<file path="src/rtl/insn_scan_pkg.sv">
package insn_scan_pkg;
  localparam int FLAG_W  = 16;
  localparam int LEG_N   = 11;
  localparam int F_OPSZ  = 0;
  localparam int F_ADSZ  = 1;
  localparam int F_CS    = 2;
  localparam int F_DS    = 3;
  localparam int F_ES    = 4;
  localparam int F_FS    = 5;
  localparam int F_GS    = 6;
  localparam int F_SS    = 7;
  localparam int F_LOCK  = 8;
  localparam int F_REPE  = 9;
  localparam int F_REPNE = 10;
  localparam int F_REX   = 11;
  localparam int F_REXLO = 12;
  localparam int F_REXW  = 15;

  localparam logic [7:0] ESC_FIRST = 8'h0F;
  localparam logic [7:0] ESC_MAP_A = 8'h38;
  localparam logic [7:0] ESC_MAP_B = 8'h3A;

  typedef enum logic [2:0] {
    SC_IDLE,
    SC_PFX,
    SC_OP1,
    SC_OP2,
    SC_OP3
  } scan_state_t;
endpackage

</file>
<file path="src/rtl/insn_pfx_decode.sv">
module insn_pfx_decode
  import insn_scan_pkg::*;
(
  input  logic [7:0]       byte_in,
  input  logic             mode64,
  output logic [LEG_N-1:0] legacy_hit,
  output logic             is_legacy,
  output logic             is_rex
);
  always_comb begin
    legacy_hit = '0;
    case (byte_in)
      8'h66: legacy_hit[F_OPSZ]  = 1'b1;
      8'h67: legacy_hit[F_ADSZ]  = 1'b1;
      8'h2E: legacy_hit[F_CS]    = 1'b1;
      8'h3E: legacy_hit[F_DS]    = 1'b1;
      8'h26: legacy_hit[F_ES]    = 1'b1;
      8'h64: legacy_hit[F_FS]    = 1'b1;
      8'h65: legacy_hit[F_GS]    = 1'b1;
      8'h36: legacy_hit[F_SS]    = 1'b1;
      8'hF0: legacy_hit[F_LOCK]  = 1'b1;
      8'hF3: legacy_hit[F_REPE]  = 1'b1;
      8'hF2: legacy_hit[F_REPNE] = 1'b1;
      default: legacy_hit = '0;
    endcase
  end

  assign is_legacy = |legacy_hit;
  assign is_rex    = mode64 && (byte_in[7:4] == 4'h4);
endmodule

</file>
<file path="src/rtl/insn_size_resolve.sv">
module insn_size_resolve #(
  parameter int SZ_W = 4
) (
  input  logic            opsz_flag,
  input  logic            adsz_flag,
  input  logic            rex_w,
  input  logic            mode64,
  output logic [SZ_W-1:0] opnd_size,
  output logic [SZ_W-1:0] addr_size
);
  localparam logic [SZ_W-1:0] SZ2 = SZ_W'(2);
  localparam logic [SZ_W-1:0] SZ4 = SZ_W'(4);
  localparam logic [SZ_W-1:0] SZ8 = SZ_W'(8);

  always_comb begin
    if (rex_w)          opnd_size = SZ8;
    else if (opsz_flag) opnd_size = SZ2;
    else                opnd_size = SZ4;

    if (mode64) addr_size = adsz_flag ? SZ4 : SZ8;
    else        addr_size = adsz_flag ? SZ2 : SZ4;
  end
endmodule

</file>
<file path="src/rtl/insn_opc_store.sv">
module insn_opc_store #(
  parameter int NB    = 3,
  parameter int IDX_W = (NB > 1) ? $clog2(NB) : 1
) (
  input  logic            clk,
  input  logic            rst,
  input  logic            clr,
  input  logic            wr,
  input  logic [IDX_W-1:0] idx,
  input  logic [7:0]      din,
  output logic [NB*8-1:0] bytes_out
);
  for (genvar g = 0; g < NB; g++) begin : g_slot
    logic [7:0] slot_q;
    always_ff @(posedge clk) begin
      if (rst || clr)                     slot_q <= '0;
      else if (wr && idx == IDX_W'(g))    slot_q <= din;
    end
    assign bytes_out[g*8 +: 8] = slot_q;
  end
endmodule

</file>
<file path="src/rtl/insn_front_scan.sv">
module insn_front_scan
  import insn_scan_pkg::*;
#(
  parameter int PCNT_W  = 4,
  parameter int OPC_MAX = 3,
  parameter int SZ_W    = 4,
  localparam int OCNT_W = $clog2(OPC_MAX + 1),
  localparam int IDX_W  = (OPC_MAX > 1) ? $clog2(OPC_MAX) : 1
) (
  input  logic                 clk,
  input  logic                 rst,
  input  logic                 start,
  input  logic                 mode64,
  input  logic                 in_valid,
  input  logic [7:0]           in_byte,
  output logic                 in_ready,
  output logic                 done,
  output logic [FLAG_W-1:0]    pfx_flags,
  output logic [PCNT_W-1:0]    pfx_count,
  output logic [OPC_MAX*8-1:0] opc_bytes,
  output logic [OCNT_W-1:0]    opc_count,
  output logic [SZ_W-1:0]      opnd_size,
  output logic [SZ_W-1:0]      addr_size
);
  scan_state_t       st_q;
  logic              mode_q;
  logic              done_q;
  logic [FLAG_W-1:0] flags_q;
  logic [PCNT_W-1:0] pcnt_q;
  logic [OCNT_W-1:0] ocnt_q;

  logic [LEG_N-1:0]  leg_hit;
  logic              is_leg, is_rex;
  logic              accept;
  logic              opc_wr;
  logic              esc_more;

  insn_pfx_decode u_pfx (
    .byte_in    (in_byte),
    .mode64     (mode_q),
    .legacy_hit (leg_hit),
    .is_legacy  (is_leg),
    .is_rex     (is_rex)
  );

  insn_size_resolve #(.SZ_W(SZ_W)) u_size (
    .opsz_flag (flags_q[F_OPSZ]),
    .adsz_flag (flags_q[F_ADSZ]),
    .rex_w     (flags_q[F_REXW]),
    .mode64    (mode_q),
    .opnd_size (opnd_size),
    .addr_size (addr_size)
  );

  assign in_ready = (st_q != SC_IDLE);
  assign accept   = in_valid && in_ready && !start;

  // opcode byte is written in any opcode phase, or in prefix phase for a non-prefix byte
  always_comb begin
    opc_wr = 1'b0;
    if (accept) begin
      case (st_q)
        SC_PFX:                 opc_wr = !is_rex && !is_leg;
        SC_OP1, SC_OP2, SC_OP3: opc_wr = 1'b1;
        default:                opc_wr = 1'b0;
      endcase
    end
  end

  assign esc_more = (in_byte == ESC_MAP_A) || (in_byte == ESC_MAP_B);

  insn_opc_store #(.NB(OPC_MAX), .IDX_W(IDX_W)) u_opc (
    .clk       (clk),
    .rst       (rst),
    .clr       (start),
    .wr        (opc_wr),
    .idx       (ocnt_q[IDX_W-1:0]),
    .din       (in_byte),
    .bytes_out (opc_bytes)
  );

  always_ff @(posedge clk) begin
    if (rst) begin
      st_q    <= SC_IDLE;
      mode_q  <= 1'b0;
      done_q  <= 1'b0;
      flags_q <= '0;
      pcnt_q  <= '0;
      ocnt_q  <= '0;
    end else if (start) begin
      st_q    <= SC_PFX;
      mode_q  <= mode64;
      done_q  <= 1'b0;
      flags_q <= '0;
      pcnt_q  <= '0;
      ocnt_q  <= '0;
    end else begin
      done_q <= 1'b0;
      if (accept) begin
        if (opc_wr) ocnt_q <= ocnt_q + OCNT_W'(1);
        case (st_q)
          SC_PFX: begin
            if (is_rex) begin
              flags_q[F_REX]           <= 1'b1;
              flags_q[F_REXLO +: 4]    <= in_byte[3:0];
              if (pcnt_q != '1) pcnt_q <= pcnt_q + PCNT_W'(1);
              st_q                     <= SC_OP1;
            end else if (is_leg) begin
              flags_q[LEG_N-1:0]       <= flags_q[LEG_N-1:0] | leg_hit;
              if (pcnt_q != '1) pcnt_q <= pcnt_q + PCNT_W'(1);
            end else if (in_byte == ESC_FIRST) begin
              st_q <= SC_OP2;
            end else begin
              st_q   <= SC_IDLE;
              done_q <= 1'b1;
            end
          end
          SC_OP1: begin
            if (in_byte == ESC_FIRST) st_q <= SC_OP2;
            else begin
              st_q   <= SC_IDLE;
              done_q <= 1'b1;
            end
          end
          SC_OP2: begin
            if (esc_more) st_q <= SC_OP3;
            else begin
              st_q   <= SC_IDLE;
              done_q <= 1'b1;
            end
          end
          SC_OP3: begin
            st_q   <= SC_IDLE;
            done_q <= 1'b1;
          end
          default: st_q <= SC_IDLE;
        endcase
      end
    end
  end

  assign done      = done_q;
  assign pfx_flags = flags_q;
  assign pfx_count = pcnt_q;
  assign opc_count = ocnt_q;

  // ---------------- assertions ----------------
  // done lasts one cycle
  p_done_single_r11: assert property (@(posedge clk) disable iff (rst)
    done |=> !done);

  // no byte can be taken once the scan has completed
  p_ready_low_at_done_r11: assert property (@(posedge clk) disable iff (rst)
    done |-> !in_ready);

  // a completed scan holds 1..OPC_MAX opcode bytes
  p_opc_count_range_r8: assert property (@(posedge clk) disable iff (rst)
    done |-> (opc_count != '0) && (opc_count <= OCNT_W'(OPC_MAX)));

  // after a REX byte no further prefix is counted
  p_rex_closes_pfx_r5: assert property (@(posedge clk) disable iff (rst)
    (pfx_flags[F_REX] && !start) |=> (pfx_count == $past(pfx_count)));

  // nothing changes while the stream is stalled by the scanner
  p_idle_no_consume_r12: assert property (@(posedge clk) disable iff (rst)
    (!in_ready && !start) |=> ($stable(pfx_count) && $stable(opc_count) && $stable(pfx_flags)));

  // REX.W forces eight-byte operands
  p_rexw_opnd_r9: assert property (@(posedge clk) disable iff (rst)
    pfx_flags[F_REXW] |-> (opnd_size == SZ_W'(8)));

  // start always opens a fresh scan
  p_start_arms_r2: assert property (@(posedge clk) disable iff (rst)
    start |=> (in_ready && pfx_count == '0 && opc_count == '0));
endmodule

</file>
<file path="config.mk">
export PLATFORM = sky130hd
export DESIGN_NAME = insn_front_scan
export DESIGN_NICKNAME = d
export VERILOG_FILES = /design/src/rtl/insn_scan_pkg.sv /design/src/rtl/insn_pfx_decode.sv /design/src/rtl/insn_size_resolve.sv /design/src/rtl/insn_opc_store.sv /design/src/rtl/insn_front_scan.sv
export SDC_FILE = /design/constraint.sdc
export NUM_CORES = 1
export LEC_CHECK = 0
export CORE_MARGIN = 2
export CORE_UTILIZATION = 47
export CTS_CLUSTER_DIAMETER = 150
export DETAILED_ROUTE_END_ITERATION = 10
export PLACE_DENSITY = 0.79
export RECOVER_POWER = 25
export SYNTH_ARGS = -nofsm -noshare
export SYNTH_HDL_FRONTEND = slang
export SYNTH_SLANG_ARGS = --single-unit
export TNS_END_PERCENT = 10
</file>
<file path="constraint.sdc">
create_clock -name clk -period 2.63 [get_ports clk]
set_input_delay 0.526 -clock clk [delete_from_list [all_inputs] [get_ports clk]]
set_output_delay 0.526 -clock clk [all_outputs]
set_load 0.05 [all_outputs]
</file>
==> results.yml, run 1 <==
logic_synthesis:
  synth_cell_type_count: 47
  synth_seq_area_share_pct: 42.1
  yosys-top-cells-area: "dfxtp_1 (42%), mux2i_1 (12%), nand2_1 (6.7%)"
  synth-async-reset-ratio_pct: 0
  synth.top_cells.by_count: "dfxtp_1 (51), nand2_1 (43), mux2i_1 (30)"
  ys_ff_latch: 51
  synth_top_cell_area_share_pct: 42.1
  syn_inst: 268
  synth_top_area_cell: "dfxtp_1"
  avgSynthCellArea_um2: 9.05
  synth_ff_type: "dfxtp_1"
  yosys.cell_count.top_type: "dfxtp_1"
  synth_edf_count: 0
  yosys_warnings: 0
  netlist_area_mm2: 0.00243
critical_path:
  path_cells: "or3_1, clkdlybuf4s50_1"
  max_stage_delay_ns: 0.72
  worst_path_dominant_cell_family: "buffers and inverters"
  worstPathMaxFanout: 9
  crit_arrival_ns: 1.88
  cp-end-kind: "output pin"
  cp_num_buf_inv: 1
  startpoint_type: "flip-flop"
  slowest_stage: "clkdlybuf4s50_1"
  timing.reg2reg.setup_slack_ns: 0.43
  worstPathRequired_ns: 2.10
  critPathKind: "reg2out"
global_routing:
  grt_max_degree: 46
  grt_first_pass_wirelength_um: 8740
  antenna_found_initial: 0
  grt_pass1_vias: 1829
  gr-total-overflow: 0
  grtUsageTotal_pct: 20.5
sta:
  relSlewSlack_pct: 63.0
  skew_ns: 0.00664
  hold_violations: 0
  rsz0062_at_grt: "false"
  finalSetupViolations: 0
  setup_tns_ns: 0
  fmax_mhz: 415
  slew_viol_final: 0
  worstMarginPinSlew_ns: 0.549
  fin_crit_ns: 2.41
  fin_crit_sh_pct: 91.6
final_layout:
  multiInputGateArea_mm2: 0.00126
  final_layout_size_suffix_gt1_share_pct: 9.23
  num_antenna_cells: 0
  final_area_mm2: 0.00326
  seq_area_mm2: 0.00102
  stdcell_count: 406
  nets: 354
  fill_cells: 433
  syn_to_final_growth_pct: 34.4
min_path:
  min_path_type: "reg2reg"
clock_network:
  post_cts_buffers: 0
  clk_latency_ns: 0.31
  cts.repair.resized: 0
  cts_buffers: 5
  cts_tree: "built"
  clk_path_buf_depth: 2
  htreeDepth: 2
  hold_buffers: 0
  cts_sinks: 51
  clockRootBuffer: "clkbuf_8"
  clk_pin_slew_worst_paths_ns: 0.09
die:
  die-area_mm2: 0.00575
  io_pins: 69
  core_area_mm2: 0.00504
  fp-row-count: 26
  die_y_um: 75.8
  die_w_um: 75.8
  start_util_pct: 48.1
placed_design:
  port-buffer-count: 66
  dp_hpwl_um: 4200
  place.gp.congestion: 0.933
  dp.cells: 398
  placed_area_mm2: 0.00317
detailed_routing:
  drc: 0
  vias: 2080
  ant_nets: 0
  dr.pass1.iters: 4
  viasPerCell: 5.12
  drt_first_iter_violations: 134
  drt_wl_total_um: 5590
  avgRoutedWirePerCell_um: 13.8
power_and_ir_drop:
  leakage_nw: 1.34
  peakVddDrop_v: 0.000270
  pwr_density_cell_mw_per_mm2: 429
status:
  status: "finished clean"
job:
  drv_cap: 0
==> per-stage QoR <==
stage | hold WS, ns | power (mW) | worst slack (ns) | utilization [%]
3_3_place_gp | 0.434 | 0.940 | 0.0197 | 62.8
4_1_cts | 0.451 | 1.41 | 0.219 | 64.7
3_5_place_dp | 0.436 | 0.941 | -0.0649 | 62.8
2_1_floorplan | 0.475 | 0.884 | 0.527 | -
5_1_grt | 0.469 | 1.45 | 0.101 | 64.7
6_report | 0.447 | 1.40 | 0.220 | 64.7
==> per-layer routing <==
metal | track usage [%] | wire [µm]
met5 | 0 | 0
met3 | 4.89 | 276
met2 | 30.2 | 2540
met4 | 8.77 | 108
met1 | 28.6 | 2660
==> layout by cell type (no fill, tap or decap), types with 4 or more instances in the layout <==
| cell type | instances |
|---|---|
| a21oi_1 | 5 |
| a31oi_1 | 4 |
| and2_1 | 4 |
| buf_4 | 10 |
| clkbuf_8 | 6 |
| clkdlybuf4s50_1 | 43 |
| dfxtp_1 | 51 |
| dlygate4sd3_1 | 23 |
| ha_1 | 6 |
| inv_1 | 10 |
| mux2i_1 | 30 |
| nand2_1 | 43 |
| nand3_1 | 8 |
| nor2_1 | 24 |
| nor2b_1 | 4 |
| o21a_1 | 7 |
| o21ai_0 | 7 |
| or3_1 | 4 |
==> final cells by class <==
cell class                      count  share of cell area (%)
Timing Repair Buffer               78                    23.3
Clock inverter                      2                   0.499
Clock buffer                        6                    2.53
Multi-Input combinational cell    189                    38.5
Inverter                           10                    1.15
Sequential cell                    51                    31.3
Tap cell                           70                    2.69
==> tightest hold or removal path: stages (launching register included) <==
cell     delay [ns]
dfxtp_1        0.32
inv_1          0.04
a21oi_1        0.05
==> final timing paths <==
| kind | startpoint | to | depth (start not counted) |
|---|---|---|---|
| hold / removal | pfx_flags[11] | pfx_flags[11] | 2 |
| hold reg to reg | pfx_flags[11] | pfx_flags[11] | 2 |
| setup / recovery | st_q[0] | in_ready | 2 |
| setup reg to reg | st_q[0] | u_opc.g_slot[2].slot_q[5] | 5 |
==> cells by family (layout without fill, tap and decap cells) <==
| family | Yosys count | in the layout | synth area share (%) |
|---|---|---|---|
| buffers and inverters | 29 | 96 | 6.39 |
| muxes | 30 | 30 | 12.4 |
| adders and majority gates | 6 | 6 | 3.09 |
| AOI/OAI and AO/OA | 37 | 37 | 12.8 |
| xor gates and xnor gates | 2 | 2 | 0.722 |
| and+or+nand+nor | 112 | 112 | 22.4 |
| DFF | 51 | 51 | 42.1 |
| other | 1 | 2 | 0.155 |
==> sequential cells by signal, indices dropped and copies added (netlist names) <==
| register | flops |
|---|---|
| done | 1 |
| mode_q | 1 |
| opc_count | 2 |
| pfx_count | 4 |
| pfx_flags | 16 |
| st_q | 3 |
| u_opc.g_slot.slot_q | 24 |
==> report_power, final <==
part,switching (mW),internal [mW],total (mW)
Sequential,0.00429,0.775,0.779
Clock,0.260,0.215,0.475
Combinational,0.0876,0.0563,0.144
(Power assumes the default switching activity.)
==> inputs of run 2 (changes only) <==
- PLACE_DENSITY: 0.79 -> 0.9
==> results.yml, run 2 (synthesis gave the netlist of run 1 again) <==
status:
  status: "finished clean"
power_and_ir_drop:
  leakage_nw: 1.32
  peakVddDrop_v: 0.000281
  pwr_density_cell_mw_per_mm2: 421
detailed_routing:
  avgRoutedWirePerCell_um: 14.2
  highest_layer: "met4"
  drc: 0
  dr.pass1.iters: 4
  drt_wl_total_um: 5740
  viasPerCell: 5.22
  route.met3.wl_um: 271
  drt-met1-wl_um: 2510
  vias: 2107
  drt_first_iter_violations: 78
  route.met2.wl_um: 2870
  ant_nets: 0
global_routing:
  grt_pass1_vias: 1910
  grtUsageTotal_pct: 20.5
  grt_max_degree: 46
  grt_first_pass_wirelength_um: 8940
  gr-total-overflow: 0
  antenna_found_initial: 0
final_layout:
  fill_cells: 412
  regMostFlops: "u_opc.g_slot.slot_q"
  fin_util_pct: 64.0
  nets: 352
  final_cell_mix: "dfxtp_1 (51), nand2_1 (43), clkdlybuf4s50_1 (43)"
  stdcell_count: 404
  syn_to_final_growth_pct: 33.0
  num_antenna_cells: 0
  multiInputGateArea_mm2: 0.00125
  seq_area_mm2: 0.00102
  layout_commonest_cell: "dfxtp_1"
  final_layout_size_suffix_gt1_share_pct: 8.08
  largest_register_ffs: 24
sta:
  relSlewSlack_pct: 57.0
  setup_slack_ns: 0.191
  skew_ns: 0.00396
  worstMarginPinSlew_ns: 0.639
  holdWs_ns: 0.459
  slew_viol_final: 0
  hold_violations: 0
  fmax_mhz: 410
  fin_crit_ns: 2.44
  fin_crit_sh_pct: 92.7
  finalSetupViolations: 0
  rsz0062_at_grt: "false"
clock_network:
  clockRootBuffer: "clkbuf_8"
  clk_path_buf_depth: 2
  cts.repair.resized: 0
  clk_latency_ns: 0.30
  post_cts_buffers: 0
  cts_buffers: 5
  cts_tree: "built"
  clk_pin_slew_worst_paths_ns: 0.09
  htreeDepth: 2
  cts_sinks: 51
  hold_buffers: 0
critical_path:
  timing.reg2reg.setup_slack_ns: 0.34
  cp-end-kind: "flip-flop"
  crit_arrival_ns: 2.67
  startpoint_type: "input port"
  critPathKind: "in2reg"
  worstPathRequired_ns: 2.86
  worstPathMaxFanout: 8
min_path:
  min_path_type: "reg2reg"
die:
  start_util_pct: 48.1
  fp-row-count: 26
  die-area_mm2: 0.00575
  die_y_um: 75.8
  core_area_mm2: 0.00504
  io_pins: 69
  die_w_um: 75.8
job:
  drv_cap: 0
placed_design:
  pre_cts_ws_ns: -0.0891
  place.gp.congestion: 0.946
  port-buffer-count: 66
  dp_hpwl_um: 4300
  dp.cells: 396
run 2: cell type report:
class | instances | area share, %
Sequential cell | 51 | 31.6
Clock inverter | 2 | 0.388
Clock buffer | 6 | 2.25
Multi-Input combinational cell | 189 | 38.8
Tap cell | 70 | 2.71
Inverter | 10 | 1.16
Timing Repair Buffer | 76 | 23.1
run 2: power by group:
| group | switching, mW | total (mW) | internal, mW |
|---|---|---|---|
| Sequential | 0.00461 | 0.780 | 0.775 |
| Combinational | 0.0865 | 0.141 | 0.0542 |
| Clock | 0.251 | 0.437 | 0.186 |
run 2: worst paths after layout:
check                            start                        end  cells after the start
max                         in_byte[7]  u_opc.g_slot[2].slot_q[3]                      6
min          u_opc.g_slot[0].slot_q[1]  u_opc.g_slot[0].slot_q[1]                      2
max reg2reg                    st_q[0]  u_opc.g_slot[2].slot_q[3]                      5
min reg2reg  u_opc.g_slot[0].slot_q[1]  u_opc.g_slot[0].slot_q[1]                      2
run 2: critical path: stages:
cell             delay [ns]
clkdlybuf4s50_1        0.56
or3b_1                 0.29
o211ai_1               0.23
o31ai_4                0.41
and2_1                 0.42
mux2i_1                0.24
run 2: per-stage QoR:
stage / TNS, ns / power (mW) / area, µm²
6_report: 0 / 1.36 / 3230
5_1_grt: 0 / 1.40 / 3230
4_1_cts: 0 / 1.37 / 3240
3_5_place_dp: -0.433 / 0.939 / 3150
3_3_place_gp: 0 / 0.937 / 3150
2_1_floorplan: 0 / 0.884 / 2430
run 2: per-layer routing:
metal,GRT usage [%],up-vias
met1,27.1,997
met5,0,-
met2,32.9,66
met4,6.63,0
li1,-,1033
met3,5.16,11
==> inputs of run 3 (changes only) <==
- CORE_UTILIZATION: 47 -> 39
- PLACE_DENSITY: 0.9 -> 0.78
- REMOVE_ABC_BUFFERS: not set -> 1
==> results.yml, run 3 (synthesis gave the netlist of run 1 again) <==
status:
  status: "finished clean"
placed_design:
  place.gp.congestion: 0.830
  dp_hpwl_um: 4260
  port-buffer-count: 66
  pre_cts_ws_ns: -0.0145
power_and_ir_drop:
  leakage_nw: 1.37
  peakVddDrop_v: 0.000313
  pwr_density_cell_mw_per_mm2: 427
min_path:
  min_path_type: "reg2reg"
  min_to: "pfx_flags[11]"
  min-delay-start: "pfx_flags[11]"
  whs_path_depth: 2
detailed_routing:
  viasPerCell: 5.03
  avgRoutedWirePerCell_um: 13.5
  dr.pass1.iters: 4
  drt_wl_total_um: 5630
  drc: 0
  drt_first_iter_violations: 90
  vias: 2092
  ant_nets: 0
critical_path:
  cp-end-kind: "output pin"
  r2r_end: "u_opc.g_slot[2].slot_q[5]"
  critPathKind: "reg2out"
  startpoint_type: "flip-flop"
  worstPathMaxFanout: 9
  crit_arrival_ns: 1.88
  timing.reg2reg.setup_slack_ns: 0.48
  path_cells: "or3_1, clkdlybuf4s50_1"
  worstPathRequired_ns: 2.10
  ff2ff_path_depth: 5
  max_stage_delay_ns: 0.73
  rr_startpoint: "st_q[0]"
  slowest_stage: "clkdlybuf4s50_1"
die:
  die_w_um: 82.9
  start_util_pct: 40.7
  fp-row-count: 28
  die_y_um: 82.9
  die-area_mm2: 0.00687
  io_pins: 69
  core_area_mm2: 0.00596
job:
  drv_cap: 0
global_routing:
  globalRoute.busiestLayer: "met2"
  gr-total-overflow: 0
  grt_first_pass_wirelength_um: 9580
  grtUsageTotal_pct: 16.4
  grt_max_degree: 46
  grtUsageMet1_pct: 22.2
  antenna_found_initial: 0
  grt_pass1_vias: 1993
  grtUsageMet2_pct: 26.6
  grt_util_met3_pct: 4.27
sta:
  worstMarginPinSlew_ns: 0.563
  fin_crit_ns: 2.40
  setup_slack_ns: 0.226
  relSlewSlack_pct: 62.1
  slew_viol_final: 0
  skew_ns: 0.00505
  finalSetupViolations: 0
  rsz0062_at_grt: "false"
  hold_violations: 0
  fmax_mhz: 416
  fin_crit_sh_pct: 91.4
final_layout:
  syn_to_final_growth_pct: 36.4
  layout_commonest_cell: "dfxtp_1"
  num_antenna_cells: 0
  final_cell_mix: "dfxtp_1 (51), nand2_1 (43), clkdlybuf4s50_1 (41)"
  final_layout_size_suffix_gt1_share_pct: 10.6
  regMostFlops: "u_opc.g_slot.slot_q"
  largest_register_ffs: 24
  nets: 359
  fin_util_pct: 55.6
  fill_cells: 554
clock_network:
  clk_path_buf_depth: 2
  cts.repair.resized: 0
  clk_pin_slew_worst_paths_ns: 0.09
  hold_buffers: 0
  post_cts_buffers: 0
  cts_buffers: 5
  cts_tree: "built"
  cts_sinks: 51
  clockRootBuffer: "clkbuf_8"
  htreeDepth: 2
  clk_latency_ns: 0.30
[run 3: cell count changes in the layout (fill, tap and decap cells not counted), moves of 2 or more]
cell             change
dlygate4sd3_1        +2
clkdlybuf4s50_1      -2
clkbuf_8             +2
buf_4                +7
[run 3: worst max-delay path by stage]
stage	from	to	slack [ns]	cells past startpoint
2_1_floorplan	start	u_opc.g_slot[0].slot_q[0]	0.25	3
3_3_place_gp	in_byte[6]	u_opc.g_slot[2].slot_q[2]	0.05	6
3_5_place_dp	in_byte[6]	st_q[2]	-0.01	6
4_1_cts	st_q[0]	in_ready	0.22	2
5_1_grt	in_byte[6]	st_q[2]	0.1	6
6_report	st_q[0]	in_ready	0.23	2
[run 3: worst max-delay path, delay by kind of cell, from the launching register on]
family	cells	cell delay [ns]
buffers and inverters	1	0.73
AND/OR/NAND/NOR	1	0.46
flip-flops	1	0.39
[run 3: metrics by stage]
stage	area, µm²	hold slack, ns	instances	TNS, ns	power, mW
final	3310	0.453	416	0	1.41
after global routing	3310	0.484	416	0	1.47
after CTS	3310	0.459	416	0	1.43
after detailed placement	3210	0.445	408	-0.0150	0.945
after global placement	3210	0.435	408	0	0.943
after floorplan	2310	0.513	250	0	0.871
[run 3: metal layers]
layer,part of all wire [%],routed length (µm)
met1,48,2670
met2,46,2580
met3,6.2,346
met4,0.44,25
met5,0,0
[run 3: area by class of cell]
| cell class | instances | area, µm² | area share (%) |
|---|---|---|---|
| Clock buffer | 7 | 96.3 | 2.91 |
| Multi-Input combinational cell | 189 | 1260 | 38.0 |
| Clock inverter | 1 | 7.51 | 0.227 |
| Inverter | 10 | 37.5 | 1.13 |
| Sequential cell | 51 | 1020 | 30.9 |
| Timing Repair Buffer | 83 | 797 | 24.1 |
| Tap cell | 75 | 93.8 | 2.84 |
[run 3: report_power, final]
part           total [mW]  internal, mW  leakage, nW  switching, mW
sequential          0.780         0.775        0.411        0.00448
clock               0.489         0.239       0.0505          0.249
combinational       0.146        0.0586        0.908         0.0872
total                1.41          1.07         1.37          0.341
